<file path="src/rtl/dqspi_pkg.sv">
package dqspi_pkg;

  typedef enum logic [1:0] {
    MODE_SINGLE   = 2'd0,
    MODE_STACKED  = 2'd1,
    MODE_PARALLEL = 2'd2
  } route_mode_e;

  // Dual enable off: single, whatever the bus bit says.
  function automatic route_mode_e decode_mode(input logic dual_en, input logic sep_bus);
    if (!dual_en)     return MODE_SINGLE;
    else if (sep_bus) return MODE_PARALLEL;
    else              return MODE_STACKED;
  endfunction

  // Device index 0 = lower, 1 = upper. Is that device routed to the select?
  function automatic logic dev_selected(input route_mode_e mode, input logic upper, input int dev);
    case (mode)
      MODE_PARALLEL: return 1'b1;
      MODE_STACKED:  return (dev == 1) ? upper : !upper;
      default:       return (dev == 0);
    endcase
  endfunction

  // Does the device receive the serial clock at all?
  function automatic logic dev_clocked(input route_mode_e mode, input int dev);
    return (mode != MODE_SINGLE) || (dev == 0);
  endfunction

endpackage

</file>
<file path="src/rtl/dqspi_cfg_hold.sv">
module dqspi_cfg_hold #(
  parameter int CFG_W = 32
) (
  input  logic             clk,
  input  logic             rst_n,
  input  logic             ctrl_cs_n,
  input  logic [CFG_W-1:0] cfg_in,
  output logic [CFG_W-1:0] cfg_q,
  output logic             load_en
);
  // Load only between transfers.
  assign load_en = ctrl_cs_n;

  always_ff @(posedge clk) begin
    if (!rst_n)       cfg_q <= '0;
    else if (load_en) cfg_q <= cfg_in;
  end
endmodule

</file>
<file path="src/rtl/dqspi_dev_port.sv">
module dqspi_dev_port #(
  parameter int LANES = 4
) (
  input  logic             sel,
  input  logic             clk_en,
  input  logic             ctrl_cs_n,
  input  logic             ctrl_sclk,
  input  logic [LANES-1:0] src_out,
  input  logic [LANES-1:0] src_oe,
  output logic             dev_cs_n,
  output logic             dev_sclk,
  output logic [LANES-1:0] dev_out,
  output logic [LANES-1:0] dev_oe
);
  logic active;
  assign active   = sel && !ctrl_cs_n;
  assign dev_cs_n = sel ? ctrl_cs_n : 1'b1;
  assign dev_sclk = clk_en ? ctrl_sclk : 1'b0;
  assign dev_out  = active ? src_out : '0;
  assign dev_oe   = active ? src_oe  : '0;
endmodule

</file>
<file path="src/rtl/dqspi_read_merge.sv">
module dqspi_read_merge
  import dqspi_pkg::*;
#(
  parameter int LANES = 4,
  localparam int BUS_W = 2 * LANES
) (
  input  route_mode_e      mode,
  input  logic             upper,
  input  logic [LANES-1:0] lo_in,
  input  logic [LANES-1:0] hi_in,
  output logic [BUS_W-1:0] din
);
  logic [BUS_W-1:0] woven;
  logic [LANES-1:0] picked;

  for (genvar k = 0; k < LANES; k++) begin : g_weave
    assign woven[2*k]   = lo_in[k];
    assign woven[2*k+1] = hi_in[k];
  end

  assign picked = (mode == MODE_STACKED && upper) ? hi_in : lo_in;

  always_comb begin
    if (mode == MODE_PARALLEL) din = woven;
    else                       din = {{(BUS_W-LANES){1'b0}}, picked};
  end
endmodule

</file>
<file path="src/rtl/dqspi_router.sv">
module dqspi_router
  import dqspi_pkg::*;
#(
  parameter int CFG_W     = 32,
  parameter int DUAL_BIT  = 30,
  parameter int SEP_BIT   = 29,
  parameter int UPPER_BIT = 28,
  parameter int LANES     = 4,
  localparam int BUS_W    = 2 * LANES
) (
  input  logic             clk,
  input  logic             rst_n,
  input  logic [CFG_W-1:0] cfg_word,
  input  logic             ctrl_cs_n,
  input  logic             ctrl_sclk,
  input  logic [BUS_W-1:0] ctrl_dout,
  input  logic [BUS_W-1:0] ctrl_doe,
  output logic [BUS_W-1:0] ctrl_din,
  output logic             lo_cs_n,
  output logic             lo_sclk,
  output logic [LANES-1:0] lo_io_out,
  output logic [LANES-1:0] lo_io_oe,
  input  logic [LANES-1:0] lo_io_in,
  output logic             hi_cs_n,
  output logic             hi_sclk,
  output logic [LANES-1:0] hi_io_out,
  output logic [LANES-1:0] hi_io_oe,
  input  logic [LANES-1:0] hi_io_in
);
  logic [CFG_W-1:0] act_cfg;
  logic             cfg_load;
  route_mode_e      act_mode;
  logic             act_upper;

  dqspi_cfg_hold #(.CFG_W(CFG_W)) u_hold (
    .clk       (clk),
    .rst_n     (rst_n),
    .ctrl_cs_n (ctrl_cs_n),
    .cfg_in    (cfg_word),
    .cfg_q     (act_cfg),
    .load_en   (cfg_load)
  );

  assign act_mode  = decode_mode(act_cfg[DUAL_BIT], act_cfg[SEP_BIT]);
  assign act_upper = act_cfg[UPPER_BIT];

  logic             dev_cs_n [2];
  logic             dev_sclk [2];
  logic [LANES-1:0] dev_out  [2];
  logic [LANES-1:0] dev_oe   [2];

  for (genvar d = 0; d < 2; d++) begin : g_dev
    logic [LANES-1:0] src_out;
    logic [LANES-1:0] src_oe;

    for (genvar k = 0; k < LANES; k++) begin : g_lane
      assign src_out[k] = (act_mode == MODE_PARALLEL) ? ctrl_dout[2*k+d] : ctrl_dout[k];
      assign src_oe[k]  = (act_mode == MODE_PARALLEL) ? ctrl_doe[2*k+d]  : ctrl_doe[k];
    end

    dqspi_dev_port #(.LANES(LANES)) u_port (
      .sel       (dev_selected(act_mode, act_upper, d)),
      .clk_en    (dev_clocked(act_mode, d)),
      .ctrl_cs_n (ctrl_cs_n),
      .ctrl_sclk (ctrl_sclk),
      .src_out   (src_out),
      .src_oe    (src_oe),
      .dev_cs_n  (dev_cs_n[d]),
      .dev_sclk  (dev_sclk[d]),
      .dev_out   (dev_out[d]),
      .dev_oe    (dev_oe[d])
    );
  end

  assign lo_cs_n   = dev_cs_n[0];
  assign lo_sclk   = dev_sclk[0];
  assign lo_io_out = dev_out[0];
  assign lo_io_oe  = dev_oe[0];
  assign hi_cs_n   = dev_cs_n[1];
  assign hi_sclk   = dev_sclk[1];
  assign hi_io_out = dev_out[1];
  assign hi_io_oe  = dev_oe[1];

  dqspi_read_merge #(.LANES(LANES)) u_merge (
    .mode  (act_mode),
    .upper (act_upper),
    .lo_in (lo_io_in),
    .hi_in (hi_io_in),
    .din   (ctrl_din)
  );
endmodule

</file>
<file path="config.mk">
export PLATFORM = sky130hd
export DESIGN_NAME = dqspi_router
export DESIGN_NICKNAME = d
export VERILOG_FILES = /design/src/rtl/dqspi_pkg.sv /design/src/rtl/dqspi_cfg_hold.sv /design/src/rtl/dqspi_dev_port.sv /design/src/rtl/dqspi_read_merge.sv /design/src/rtl/dqspi_router.sv
export SDC_FILE = /design/constraint.sdc
export NUM_CORES = 1
export LEC_CHECK = 0
export ABC_AREA = 1
export BUFFER_PORTS_ARGS = -buffer_cell sky130_fd_sc_hd__buf_4
export CORE_UTILIZATION = 27
export CTS_BUF_LIST = sky130_fd_sc_hd__clkbuf_2
export DETAILED_ROUTE_END_ITERATION = 12
export PLACE_DENSITY = 0.82
export SYNTH_ARGS = -nofsm -noshare
export SYNTH_HDL_FRONTEND = slang
export SYNTH_SLANG_ARGS = --single-unit
</file>
<file path="constraint.sdc">
create_clock -name clk -period 1.5 [get_ports clk]
set_input_delay 0.3 -clock clk [delete_from_list [all_inputs] [get_ports clk]]
set_output_delay 0.3 -clock clk [all_outputs]
set_load 0.1 [all_outputs]
</file>
==> out/metrics.cfg, run 1 <==
[logic_synthesis]
syn-num-nets=152
postSynthRegisterBits=3
synth_edf_count=0
synth_most_common_cell=nand2_1
yosysWarnings=0
synth_flop_cell=dfxtp_1
netlist_area_sq_um=484
synth_area_leader_cell=nand2_1
synth_area_leaders=nand2_1 26%, a21oi_1 13%, dfxtp_1 12%
syn_area_per_cell_sq_um=5.26
ys_seq_area_share_pct=12.4
async_reset_ff_share_pct=0
ys_top_cells_by_count=33 x nand2_1, 13 x a21oi_1, 11 x nor2_1
syn_inst=92
ys_types=13
yosysTopAreaCellShare_pct=25.6

[placed_design]
port_buffers=58
place_inst=174
dp_hpwl_um=1660
gp_congestion=0.713
placed_area_sq_mm=0.00120

[clock_tree]
cts_buffers=3
post_cts_buffers=0
cts_root_buffer=clkbuf_2
htree_levels=1
cts_sinks=3
cts_hold_buf=0
post_cts_resized=91
clock_path_buffers=2

[floorplanning]
pin_count=88
fp-row-count=14
die_h_um=44.4
start_util_pct=30.4
die_w_um=44.4

[run_status]
error=[ERROR DPL-0038] Utilization greater than 100%, impossible to legalize
status=aborted with a tool error
haltStage=4_1_cts

[per-stage QoR]
step                      hold WS, ns  setup WS (ns)  utilization [%]
after floorplan                 0.426         -0.200                -
after global placement          0.522         0.0225             75.4
after detailed placement        0.531        0.00278             75.4
[logic make-up after synthesis]
family | share of synthesized area [%]
compound gates | 20.2
flops | 12.4
simple gates | 50.6
buf+inv | 16.8
==> run 2, diff against run 1 <==
--- a/config.mk
+++ b/config.mk
@@ -7,10 +7,10 @@
 export LEC_CHECK = 0
 export ABC_AREA = 1
 export BUFFER_PORTS_ARGS = -buffer_cell sky130_fd_sc_hd__buf_4
-export CORE_UTILIZATION = 27
-export CTS_BUF_LIST = sky130_fd_sc_hd__clkbuf_2
+export CORE_AREA = 2 2 63 65
 export DETAILED_ROUTE_END_ITERATION = 12
-export PLACE_DENSITY = 0.82
+export DIE_AREA = 0 0 65 67
+export PLACE_DENSITY_LB_ADDON = 0.15
 export SYNTH_ARGS = -nofsm -noshare
 export SYNTH_HDL_FRONTEND = slang
 export SYNTH_SLANG_ARGS = --single-unit
==> run 2 against run 1 <==
The flow now finishes, with violations (setup timing). Area after synthesis unchanged. Synthesized cell count is the same.
==> out/metrics.cfg, run 2 <==
[power_and_ir_drop]
p_clk_share_pct=23.7
total_power_w=0.000984
pwr-share-seq_pct=10.3
cellPowerDensity_mw_per_mm2=573
power.leakage_nw=0.733
combPwrFrac_pct=66.0
switching_share_pct=49.0
switchingPower_w=0.000482
ir_drop_v=0.000547
power.internal_w=0.000502

[clock_tree]
htree_levels=1
cts_hold_buf=0
cts_buffers=3
cts_tree=built
clock_latency_ns=0.21
cts_root_buffer=clkbuf_8
cts_sinks=3
clock_path_buffers=2
clkSlewWorstSetupHoldPaths_ns=0.03

[logic_synthesis]
synth_most_common_cell=nand2_1
yosysWarnings=0
yosysTopAreaCellShare_pct=25.6
syn_inst=92
async_reset_ff_share_pct=0
ys_types=13
netlist_area_sq_um=484
syn-num-nets=152
synth_area_leaders=nand2_1 26%, a21oi_1 13%, dfxtp_1 12%
synth_edf_count=0
syn_area_per_cell_sq_um=5.26
postSynthRegisterBits=3
ys_seq_area_share_pct=12.4
synth_area_leader_cell=nand2_1
synth_flop_cell=dfxtp_1
ys_top_cells_by_count=33 x nand2_1, 13 x a21oi_1, 11 x nor2_1

[route]
wl_per_cell_um=12.1
ant_nets=0
drc=0
route.final.wire_length_um=2530
viasPerCell=4.11
drtIter0Drc=14
dr.pass1.iters=4
vias=858

[cells_and_area]
fillCellCount=352
largest_reg_flops=3
syn2layout_area_growth_pct=255
drive_above_1_share_pct=72.0
utilization_pct=47.6
ff_latch_area_sq_um=68.8
final_cell_mix=35 x buf_4, 26 x nand2_1, 25 x buf_12
multi_input_area_sq_um=669
layout_commonest_cell=buf_4
num-nets-final=222
largestRegisters=u_hold.cfg_q: 3 flops
top_register=u_hold.cfg_q
insertedDiodeCount=0

[floorplanning]
fp-row-count=22
design.core.area_sq_mm=0.00361
pin_count=88
die-area_sq_mm=0.00436
die_h_um=67
start_util_pct=13.4
die_w_um=65

[global_routing]
first_global_vias=805
grt_pass1_wl_um=3660
grt_max_degree=16
antenna_found_initial=0
gr-total-overflow=0
grtUsageTotal_pct=10.8

[placed_design]
port_buffers=58
dp_hpwl_um=1700
pre_cts_slack_ns=-0.0173
gp_congestion=0.658

[sta]
max_slew_margin_pct=78.9
fin_setup_tns_ns=-1.85
setup_viol=23
fin_crit_ns=1.62
hold_violations=0
finalMaxSlewViolations=0
period_share_pct=108
fin_skew_ns=0
rsz0062_at_grt=true
setup_slack_ns=-0.117
fin_hold_ws_ns=0.321
max_freq_mhz=619
tightest_slew_ns=0.316

[worst_setup_path]
end_kind=output pin
r2r_end=u_hold.cfg_q[30]
crit_fanout=5
crit_arrival_ns=1.32
ff2ff_path_depth=4
required_ns=1.20
startpoint_type=flop
reg2reg_slack_ns=0.57
critical_path_class=reg -> out
r2r-start=u_hold.cfg_q[30]

[hold_path]
hold_depth=3
hp-start=cfg_word[28]
min_to=u_hold.cfg_q[28]
hold_path_class=in -> reg

[run_status]
violations=setup timing
status=finished with violations

[run]
cap_viol_max_count=0

-- run 2: cell counts after synthesis --
Identical to the previous run, type by type.
-- run 2: metrics by stage --
stage                     instances  area (sq um)
after global routing            209          1720
after floorplan                  92           752
after CTS                       203          1580
after detailed placement        199          1240
after global placement          199          1240
final                           209          1720
-- run 2: critical path, cell delays in order (launching register included) --
cell,delay [ns]
dfxtp_4,0.38
buf_6,0.13
nand3_4,0.12
nand2_8,0.11
a21oi_4,0.17
buf_12,0.19
-- run 2: how the worst max path moves through the flow --
| stage | from | endpoint | slack, ns |
|---|---|---|---|
| global route | u_hold.cfg_q[30] | hi_io_oe[3] | -0.16 |
| floorplan | u_hold.cfg_q[30] | ctrl_din[4] | -0.20 |
| finish | u_hold.cfg_q[30] | lo_io_out[1] | -0.12 |
| CTS | u_hold.cfg_q[30] | hi_io_oe[2] | -0.12 |
| detailed placement | u_hold.cfg_q[30] | ctrl_din[3] | -0.02 |
| global placement | u_hold.cfg_q[30] | ctrl_din[3] | -0.02 |
-- run 2: cells by family (layout without fill, tap and decap cells) --
kind of cell | after synthesis | in the layout | share of synthesized area (%)
and+or+nand+nor | 57 | 60 | 50.6
DFF | 3 | 3 | 12.4
buffers and inverters | 14 | 80 | 16.8
AOI/OAI and AO/OA | 18 | 18 | 20.2
-- run 2: power by group through the flow --
stage          clock network [W]  registers (W)  logic (W)
3_3_place_gp                   0      0.0000969   0.000525
3_5_place_dp                   0      0.0000974   0.000528
2_1_floorplan                  0      0.0000975   0.000391
6_report                0.000233       0.000101   0.000649
4_1_cts                 0.000239      0.0000968   0.000619
5_1_grt                 0.000243       0.000103   0.000676
-- run 2: layer usage --
layer  part of all wire (%)  vias up  global-route usage, %
li1                       -      435                      -
met1                     36      384                   12.2
met2                     55       35                   19.5
met3                    7.7        4                   3.04
met4                    1.1        0                   3.19
met5                      0        -                      0
-- run 2: final cells by class --
class / count / area share, %
Clock buffer: 4 / 2.62
Inverter: 11 / 3.35
Timing Repair Buffer: 64 / 47.1
Tap cell: 48 / 3.50
Timing Repair inverter: 1 / 0.510
Multi-Input combinational cell: 78 / 39.0
Sequential cell: 3 / 4.01
-- run 2: repair_timing --
item                       CTS  global route
hold endpoints to repair     0             0
setup endpoints to repair   26            26
pin swaps                    1             5
cloned                       0             4
gates resized for setup     73            17
setup buffers                0             2
No activity file was read; power rests on OpenSTA's default activity.
